--- src/rtl/gf_pkg.sv ---
package gf_pkg;
    localparam int REG_W      = 8;
    localparam int SEL_W      = 3;
    localparam int TAP_CODES  = 6;       // codes 0..5 come from the divider
    localparam int TAP_BASE   = 5;       // code c (c>0) uses c+TAP_BASE bits
    localparam int DIV_W      = TAP_CODES - 1 + TAP_BASE;
    localparam int VOTES      = 3;
    localparam int SETTLE     = 3;
    localparam logic [SEL_W-1:0] CODE_BAD = 3'b110;
    localparam logic [SEL_W-1:0] CODE_LF  = 3'b111;

    typedef struct packed {
        logic [SEL_W-1:0] sel;
        logic             lvl_prev;
        logic             flag;
    } ctl_state_t;
endpackage

--- src/rtl/gf_sync.sv ---
module gf_sync #(
    parameter int STAGES = 2
) (
    input  logic clk,
    input  logic rst_n,
    input  logic d_in,
    output logic q_out
);
    logic [STAGES-1:0] stage_d, stage_q;

    always_comb begin
        stage_d = {stage_q[STAGES-2:0], d_in};
    end

    always_ff @(posedge clk or negedge rst_n) begin
        if (!rst_n) stage_q <= '0;
        else        stage_q <= stage_d;
    end

    assign q_out = stage_q[STAGES-1];
endmodule

--- src/rtl/gf_tick_gen.sv ---
module gf_tick_gen
    import gf_pkg::*;
(
    input  logic             clk,
    input  logic             rst_n,
    input  logic             div_en,
    input  logic             lf_tick,
    input  logic [SEL_W-1:0] sel,
    output logic             tick
);
    logic [DIV_W-1:0]     cnt_d, cnt_q;
    logic [TAP_CODES-1:0] hit;

    always_comb begin
        cnt_d = div_en ? cnt_q + 1'b1 : cnt_q;
    end

    always_ff @(posedge clk or negedge rst_n) begin
        if (!rst_n) cnt_q <= '0;
        else        cnt_q <= cnt_d;
    end

    for (genvar c = 0; c < TAP_CODES; c++) begin : g_tap
        if (c == 0) begin : g_every
            assign hit[c] = div_en;
        end else begin : g_div
            assign hit[c] = div_en & (&cnt_q[c+TAP_BASE-1:0]);
        end
    end

    always_comb begin
        tick = 1'b0;
        if (sel == CODE_LF) begin
            tick = lf_tick;
        end else begin
            for (int c = 0; c < TAP_CODES; c++) begin
                if (sel == SEL_W'(c)) tick = hit[c];
            end
        end
    end
endmodule

--- src/rtl/gf_vote.sv ---
module gf_vote #(
    parameter int VOTES  = 3,
    parameter int SETTLE = 3
) (
    input  logic clk,
    input  logic rst_n,
    input  logic tick,
    input  logic sample,
    input  logic restart,
    output logic level,
    output logic settling
);
    localparam int HIST_W = VOTES - 1;
    localparam int CNT_W  = $clog2(SETTLE + 1);

    typedef struct packed {
        logic [HIST_W-1:0] hist;
        logic [CNT_W-1:0]  cnt;
        logic              lvl;
    } vote_state_t;

    vote_state_t st_d, st_q;
    logic [VOTES-1:0] window;

    always_comb begin
        st_d   = st_q;
        window = {st_q.hist, sample};
        if (tick) begin
            st_d.hist = window[HIST_W-1:0];
            if (st_q.cnt != '0) begin
                st_d.cnt = st_q.cnt - 1'b1;
            end else if (&window) begin
                st_d.lvl = 1'b1;
            end else if (~|window) begin
                st_d.lvl = 1'b0;
            end
        end
        if (restart) st_d.cnt = CNT_W'(SETTLE);
    end

    always_ff @(posedge clk or negedge rst_n) begin
        if (!rst_n) st_q <= '0;
        else        st_q <= st_d;
    end

    assign level    = st_q.lvl;
    assign settling = (st_q.cnt != '0);
endmodule

--- src/rtl/glitch_rate_filter.sv ---
module glitch_rate_filter
    import gf_pkg::*;
(
    input  logic       clk,
    input  logic       rst_n,
    input  logic       wr_en,
    input  logic [7:0] wr_data,
    output logic [7:0] rd_data,
    input  logic       div_en,
    input  logic       lf_tick,
    input  logic       pin_async,
    input  logic       req_clr,
    output logic       filt_level,
    output logic       req_pulse,
    output logic       req_flag,
    output logic       settling
);
    ctl_state_t st_d, st_q;
    logic pin_sync;
    logic sample_tick;
    logic restart;
    logic lvl;
    logic rise;

    gf_sync #(.STAGES(2)) u_sync (
        .clk   (clk),
        .rst_n (rst_n),
        .d_in  (pin_async),
        .q_out (pin_sync)
    );

    gf_tick_gen u_tick (
        .clk     (clk),
        .rst_n   (rst_n),
        .div_en  (div_en),
        .lf_tick (lf_tick),
        .sel     (st_q.sel),
        .tick    (sample_tick)
    );

    gf_vote #(.VOTES(VOTES), .SETTLE(SETTLE)) u_vote (
        .clk      (clk),
        .rst_n    (rst_n),
        .tick     (sample_tick),
        .sample   (pin_sync),
        .restart  (restart),
        .level    (lvl),
        .settling (settling)
    );

    assign rise = lvl & ~st_q.lvl_prev;

    always_comb begin
        st_d    = st_q;
        restart = 1'b0;
        if (wr_en && wr_data[SEL_W-1:0] != CODE_BAD
                  && wr_data[SEL_W-1:0] != st_q.sel) begin
            st_d.sel = wr_data[SEL_W-1:0];
            restart  = 1'b1;
        end
        st_d.lvl_prev = lvl;
        st_d.flag     = (st_q.flag & ~req_clr) | rise;
    end

    always_ff @(posedge clk or negedge rst_n) begin
        if (!rst_n) st_q <= '0;
        else        st_q <= st_d;
    end

    assign rd_data    = {{(REG_W-SEL_W){1'b0}}, st_q.sel};
    assign filt_level = lvl;
    assign req_pulse  = rise;
    assign req_flag   = st_q.flag;
endmodule

--- config.mk ---
export PLATFORM = sky130hd
export DESIGN_NAME = glitch_rate_filter
export DESIGN_NICKNAME = d
export VERILOG_FILES = /design/src/rtl/gf_pkg.sv /design/src/rtl/gf_sync.sv /design/src/rtl/gf_tick_gen.sv /design/src/rtl/gf_vote.sv /design/src/rtl/glitch_rate_filter.sv
export SDC_FILE = /design/constraint.sdc
export NUM_CORES = 1
export LEC_CHECK = 0
export BUFFER_PORTS_ARGS = -buffer_cell sky130_fd_sc_hd__buf_2
export CORE_MARGIN = 8
export CORE_UTILIZATION = 45
export CTS_CLUSTER_DIAMETER = 150
export DETAILED_ROUTE_END_ITERATION = 8
export HOLD_SLACK_MARGIN = 0.06
export PLACE_DENSITY = 0.83
export SETUP_SLACK_MARGIN = 0.5
export SYNTH_ARGS = -nofsm -noshare
export SYNTH_HDL_FRONTEND = slang
export SYNTH_HIERARCHICAL = 1
export SYNTH_SLANG_ARGS = --single-unit
--- constraint.sdc ---
create_clock -name clk -period 2 [get_ports clk]
set_clock_uncertainty 0.1 [all_clocks]
set_input_delay 0.2 -clock clk [delete_from_list [all_inputs] [get_ports clk]]
set_output_delay 0.2 -clock clk [all_outputs]
set_load 0.01 [all_outputs]
==> impl_metrics.toml, run 1 <==
[outcome]
run_status = "finished clean"

[layout]
layoutNonFillerInstCount = 162
syn_to_final_growth_pct = 25.56
drive_gt1_share_pct = 35.11
utilization_pct = 58.15
final_nets = 150
num-fill-cells = 192

[clock_tree]
cts_num_sinks = 22
clock_latency_ns = 0.31
cts_tree = "yes"
path_clk_slew_ns = 0.13
htree_levels = 1
root_buffer = "clkbuf_4"
clockBufferDepth = 2
numCtsBuffers = 3

[routing]
vias = 821
wire_per_inst_um = 12.91
ant_nets = 0
wl_mm = 2.091
drt_iter0_drc = 21
dr.pass1.iters = 4
via_per_inst = 5.068
drc = 0

[placed_design]
io_buffers = 16
dp_hpwl_mm = 1.536
placedCellCount = 148
gp_congestion = 0.7280

[synthesis]
ys.flop_type = "dfrtp_1"
synthCells = 101
ys_types = 34
synth-async-reset-ratio_pct = 100.0
synthesis.area_um2 = 1116
synth_edf_count = 0
ys_warn_count = 6
syn_avg_cell_area_um2 = 11.05
ys_seq_elements = 22
ys_seq_area_share_pct = 49.33

[die]
io_pins = 27
die_y_um = 65.80
initial_utilization_pct = 46.31
core_um2 = 2410
dieArea_um2 = 4330
fp-row-count = 18
die_w_um = 65.80

[critical_path]
cp.required_ns = 2.11
setup.worst_path.start_class = "register"
crit_fanout = 5
crit_arrival_ns = 2.11
worstSetupPathType = "reg2reg"
endpoint_kind = "register"

[timing]
worst_hold_slack_ns = 0.07886
setup_viol = 0
fin_setup_tns_ns = 0
fmax_ghz = 0.5003
finalCritPeriodShare_pct = 99.94
final_hold_viol_count = 0
maxSlewViolCount = 0
rsz0062_at_grt = "yes"
period_needed_ns = 1.999

[power]
ir_drop_uv = 544.8
p_leak_nw = 0.6720
power.switching_uw = 408.9
p_int_mw = 1.004
switching_share_pct = 28.95
clockPowerShare_pct = 23.7
seq_power_share_pct = 45.1
power_density_nw_per_um2 = 1008
combPwrFrac_pct = 31.2

[global_routing]
antenna_found_initial = 0
grt_pass1_vias = 906
grt.total_usage_pct = 9.901
grt_remaining_overflow = 0
grt_pass1_wl_mm = 3.505
grt_max_degree = 23

[min_path]
min_path_type = "in2reg"

[job]
max_cap_viol_count = 0
## worst paths after layout
path / start / to / slack (ns) / cells after the start
max reg2reg: u_tick/cnt_q[1] / u_vote/level / 0.001 / 10
min reg2reg: u_sync/stage_q[0] / u_sync/stage_q[1] / 0.27 / 0
max: u_tick/cnt_q[1] / u_vote/level / 0.001 / 10
min in group asynchronous: rst_n / req_flag / 0.27 / 2
min: wr_data[0] / rd_data[0] / 0.08 / 2
max in group asynchronous: rst_n / rd_data[2] / 1.20 / 2
## placed cells by master (no fill, tap or decap), types with 5 or more instances in the layout
| cell type | n |
|---|---|
| conb_1 | 5 |
| nor2_1 | 5 |
| inv_1 | 6 |
| dlygate4sd3_1 | 5 |
| xnor2_1 | 7 |
| buf_2 | 15 |
| buf_4 | 11 |
| dfrtp_1 | 22 |
## through the flow
step / setup slack, ns / power, mW / instance area (µm²)
6_report: 0.001257 / 1.412 / 1401
5_1_grt: -0.1774 / 1.507 / 1399
2_1_floorplan: 0.03895 / 0.8717 / 1134
3_5_place_dp: -0.02700 / 1.012 / 1229
3_3_place_gp: 0.02382 / 0.9826 / 1229
4_1_cts: -0.03158 / 1.375 / 1351
## synth_stat cells (2+ instances only)
library cell  count  area, µm²
mux2_2            2      22.52
nand4_1           3      18.77
nand2_1           4      15.01
xor2_1            4      35.03
dfrtp_1          22      550.5
xnor2_1           7      61.31
ha_1              3      37.54
mux2_1            2      22.52
a21o_1            2      15.01
nand2b_1          4      25.02
a21oi_1           5      25.02
nor2_1            6      22.52
nand3_1           2      10.01
o21ai_0           2      10.01
buf_4             9      67.56
inv_1             6      22.52
## registers in the layout, indices dropped and copies added, names as in the netlist
signal,count
rd_data,3
req_flag,1
st_q,1
u_sync/stage_q,2
u_tick/cnt_q,10
u_vote/level,1
u_vote/st_q,4
## worst max-delay path, stage by stage, from the launching register on
cell and delay [ns]:
dfrtp_1 0.37, ha_2 0.19, nand4_1 0.10, nor2_2 0.14
ha_2 0.17, o21ai_1 0.05, o31ai_1 0.24, a21o_2 0.22
nand4bb_1 0.13, a21oi_1 0.15, nor2_1 0.05
## routing by layer
metal | vias to the layer above | track usage [%] | routed length [µm]
met5 | - | 0 | 0
met4 | 0 | 4.087 | 19
met3 | 4 | 2.203 | 137
met2 | 26 | 19.24 | 1049
met1 | 399 | 9.694 | 886
li1 | 392 | - | -
## kinds of logic after synthesis
group                      synth area share [%]
DFF                                       49.33
muxes                                     4.036
and+or+nand+nor                           15.36
AOI/OAI and AO/OA                         10.54
adders and majority gates                 3.364
buffers and inverters                     8.407
other                                    0.3360
xor gates and xnor gates                  8.632
## power by group through the flow
stage,registers (mW),logic [mW],clock network (mW)
global route,0.650,0.494,0.363
finish,0.637,0.440,0.335
global placement,0.633,0.349,0
CTS,0.634,0.398,0.343
detailed placement,0.644,0.368,0
floorplan,0.654,0.217,0
## cell type report
| class | instances | area (µm²) | area share (%) |
|---|---|---|---|
| timing repair buffer | 31 | 207.7 | 14.82 |
| inverter | 7 | 26.28 | 1.875 |
| clock inverter | 1 | 30.03 | 2.143 |
| clock buffer | 3 | 22.52 | 1.607 |
| multi-input combinational | 67 | 524.3 | 37.41 |
| sequential | 22 | 550.5 | 39.29 |
| antenna | 1 | 2.502 | 0.1786 |
| tap | 30 | 37.54 | 2.679 |
## timing repair
action                                  4_1_cts  5_1_grt
gates cloned                                  0        0
endpoints found under the setup margin        5        8
setup buffers                                 2        2
resized for setup                             1       10
pin swaps                                     2        7
hold buffers                                  5        0
endpoints found under the hold margin        26        0
(Power assumes the default switching activity.)
==> run 2, diff against run 1 <==
CTS_BUF_LIST = sky130_fd_sc_hd__clkbuf_2   (was not set)
PLACE_DENSITY = 0.8   (was 0.83)
clock period = 2.3 ns   (was 2 ns; I/O delays follow)
==> run 2 against run 1 <==
Compared with the run above: non-clock buffer count decreased by 8; count of clock-buffer cells in the layout is the same; sequential power shrank 10%; combinational power is 28% lower; die area unchanged; worst setup slack better by 0.31 ns; flip-flop and latch count unchanged.
==> impl_metrics.toml, run 2 (synthesized netlist as in run 1, its figures left out) <==
[placed_design]
gp_congestion = 0.7305
io_buffers = 16
placedCellCount = 142
dp_slack_ns = 0.1530

[clock_tree]
htree_levels = 1
cts_num_sinks = 22
path_clk_slew_ns = 0.19
cts_tree = "yes"
numCtsBuffers = 3
root_buffer = "clkbuf_2"
clock_latency_ns = 0.30
clockBufferDepth = 2

[layout]
largest-register = "u_tick/cnt_q"
layoutNonFillerInstCount = 152
drive_gt1_share_pct = 31.15
largest_reg_flops = 10
syn_to_final_growth_pct = 15.02
final_nets = 142
mostFrequentLayoutCell = "dfrtp_1"
insertedDiodeCount = 0
num-fill-cells = 220
final_cell_mix = "dfrtp_1, buf_2, xnor2_1, inv_1, nor2_1"

[global_routing]
grt_remaining_overflow = 0
grt_pass1_vias = 833
grt_pass1_wl_mm = 3.553
antenna_found_initial = 0
grt_max_degree = 23
grt.total_usage_pct = 10.15

[critical_path]
crit_fanout = 5
cp.buffers_inverters = 0
path_cells = "ha_2 -> nand4_1 -> nor2_1 -> ha_2 -> o21ai_2 -> o31ai_2 -> a21o_2 -> nand2b_4 -> a211o_1"
critical-path-max-stage-delay_ns = 0.40
critPathTopFamily = "compound AO/OA/AOI/OAI gates"
worstSetupPathType = "reg2reg"
setup.worst_path.start_class = "register"
crit_arrival_ns = 2.10
endpoint_kind = "register"
crit_top_cell = "ha_2"
critPathSlowestCell = "dfrtp_1"
cp.required_ns = 2.41

[die]
core_um2 = 2410
dieArea_um2 = 4330
initial_utilization_pct = 46.31
io_pins = 27
die_w_um = 65.80
die_y_um = 65.80
fp-row-count = 18

[routing]
vias = 783
wl_met1_um = 866
dr.pass1.iters = 4
wire_per_inst_um = 13.88
ant_nets = 0
via_per_inst = 5.151
highest_layer = "met4"
drc = 0
met3_length_um = 91
drt_iter0_drc = 36
met2_length_mm = 1.133
wl_mm = 2.109

[timing]
fin_setup_tns_ns = 0
rsz0062_at_grt = "yes"
fmax_ghz = 0.5031
setup_viol = 0
period_needed_ns = 1.988
finalCritPeriodShare_pct = 86.43
worst_hold_slack_ns = 0.07922
final_hold_viol_count = 0
maxSlewViolCount = 0
layout_setup_ws_ns = 0.3121

[power]
power.switching_uw = 340.4
power_density_nw_per_um2 = 803.3
seq_power_share_pct = 55.5
ir_drop_uv = 396.9
p_int_uw = 690.8
clockPowerShare_pct = 13.6
switching_share_pct = 33.01
p_leak_nw = 0.6232
combPwrFrac_pct = 30.9

[min_path]
min_path_type = "in2reg"

[outcome]
run_status = "finished clean"

[job]
max_cap_viol_count = 0
## run 2: area by class of cell
type                            count  area, µm²  area share [%]
Sequential cell                    22      550.5           42.89
Tap cell                           30      37.54           2.924
Clock buffer                        3      15.01           1.170
Timing Repair Buffer               23      140.1           10.92
Multi-Input combinational cell     67      514.2           40.06
Inverter                            7      26.28           2.047
## run 2: path summary, 6_finish.rpt
kind	startpoint	to	slack, ns	depth (start not counted)
max	u_tick/cnt_q[0]	u_vote/st_q[2]	0.31	9
min	wr_data[1]	rd_data[1]	0.08	3
max reg2reg	u_tick/cnt_q[0]	u_vote/st_q[2]	0.31	9
min reg2reg	u_sync/stage_q[0]	u_sync/stage_q[1]	0.28	0
max in group asynchronous	rst_n	rd_data[0]	1.50	2
min in group asynchronous	rst_n	u_tick/cnt_q[9]	0.29	2
## run 2: power groups by stage
stage          clock network, mW  logic [mW]  registers [mW]
5_1_grt                    0.159       0.349           0.584
2_1_floorplan                  0       0.189           0.569
3_3_place_gp                   0       0.212           0.582
3_5_place_dp                   0       0.232           0.594
4_1_cts                    0.145       0.305           0.572
6_report                   0.140       0.318           0.573
## run 2: timing repair
| action | 4_1_cts | 5_1_grt |
|---|---|---|
| pin swaps | 6 | 5 |
| endpoints found under the setup margin | 5 | 5 |
| resized for setup | 6 | 2 |
| hold endpoints to repair | 25 | 0 |
| setup buffers | 3 | 1 |
| hold buffers | 3 | 0 |
## run 2: metrics by stage
stage / total power, mW / cell area (µm²) / utilization [%]
after global routing: 1.092 / 1284 / 53.27
after floorplan: 0.7580 / 1134 / -
after global placement: 0.7942 / 1184 / 49.12
final: 1.031 / 1284 / 53.27
after detailed placement: 0.8260 / 1184 / 49.12
after CTS: 1.022 / 1267 / 52.60
## run 2: per-layer routing
metal  vias up  GRT usage, %
met5         -             0
met1       386         11.44
met4         0         3.270
met2        18         19.12
li1        377             -
met3         2         1.186
## run 2: worst register-to-register path: stages, from the launching register on
cell,delay (ns)
dfrtp_1,0.40
ha_2,0.19
nand4_1,0.09
nor2_1,0.12
ha_2,0.19
o21ai_2,0.06
o31ai_2,0.19
a21o_2,0.21
nand2b_4,0.08
a211o_1,0.28
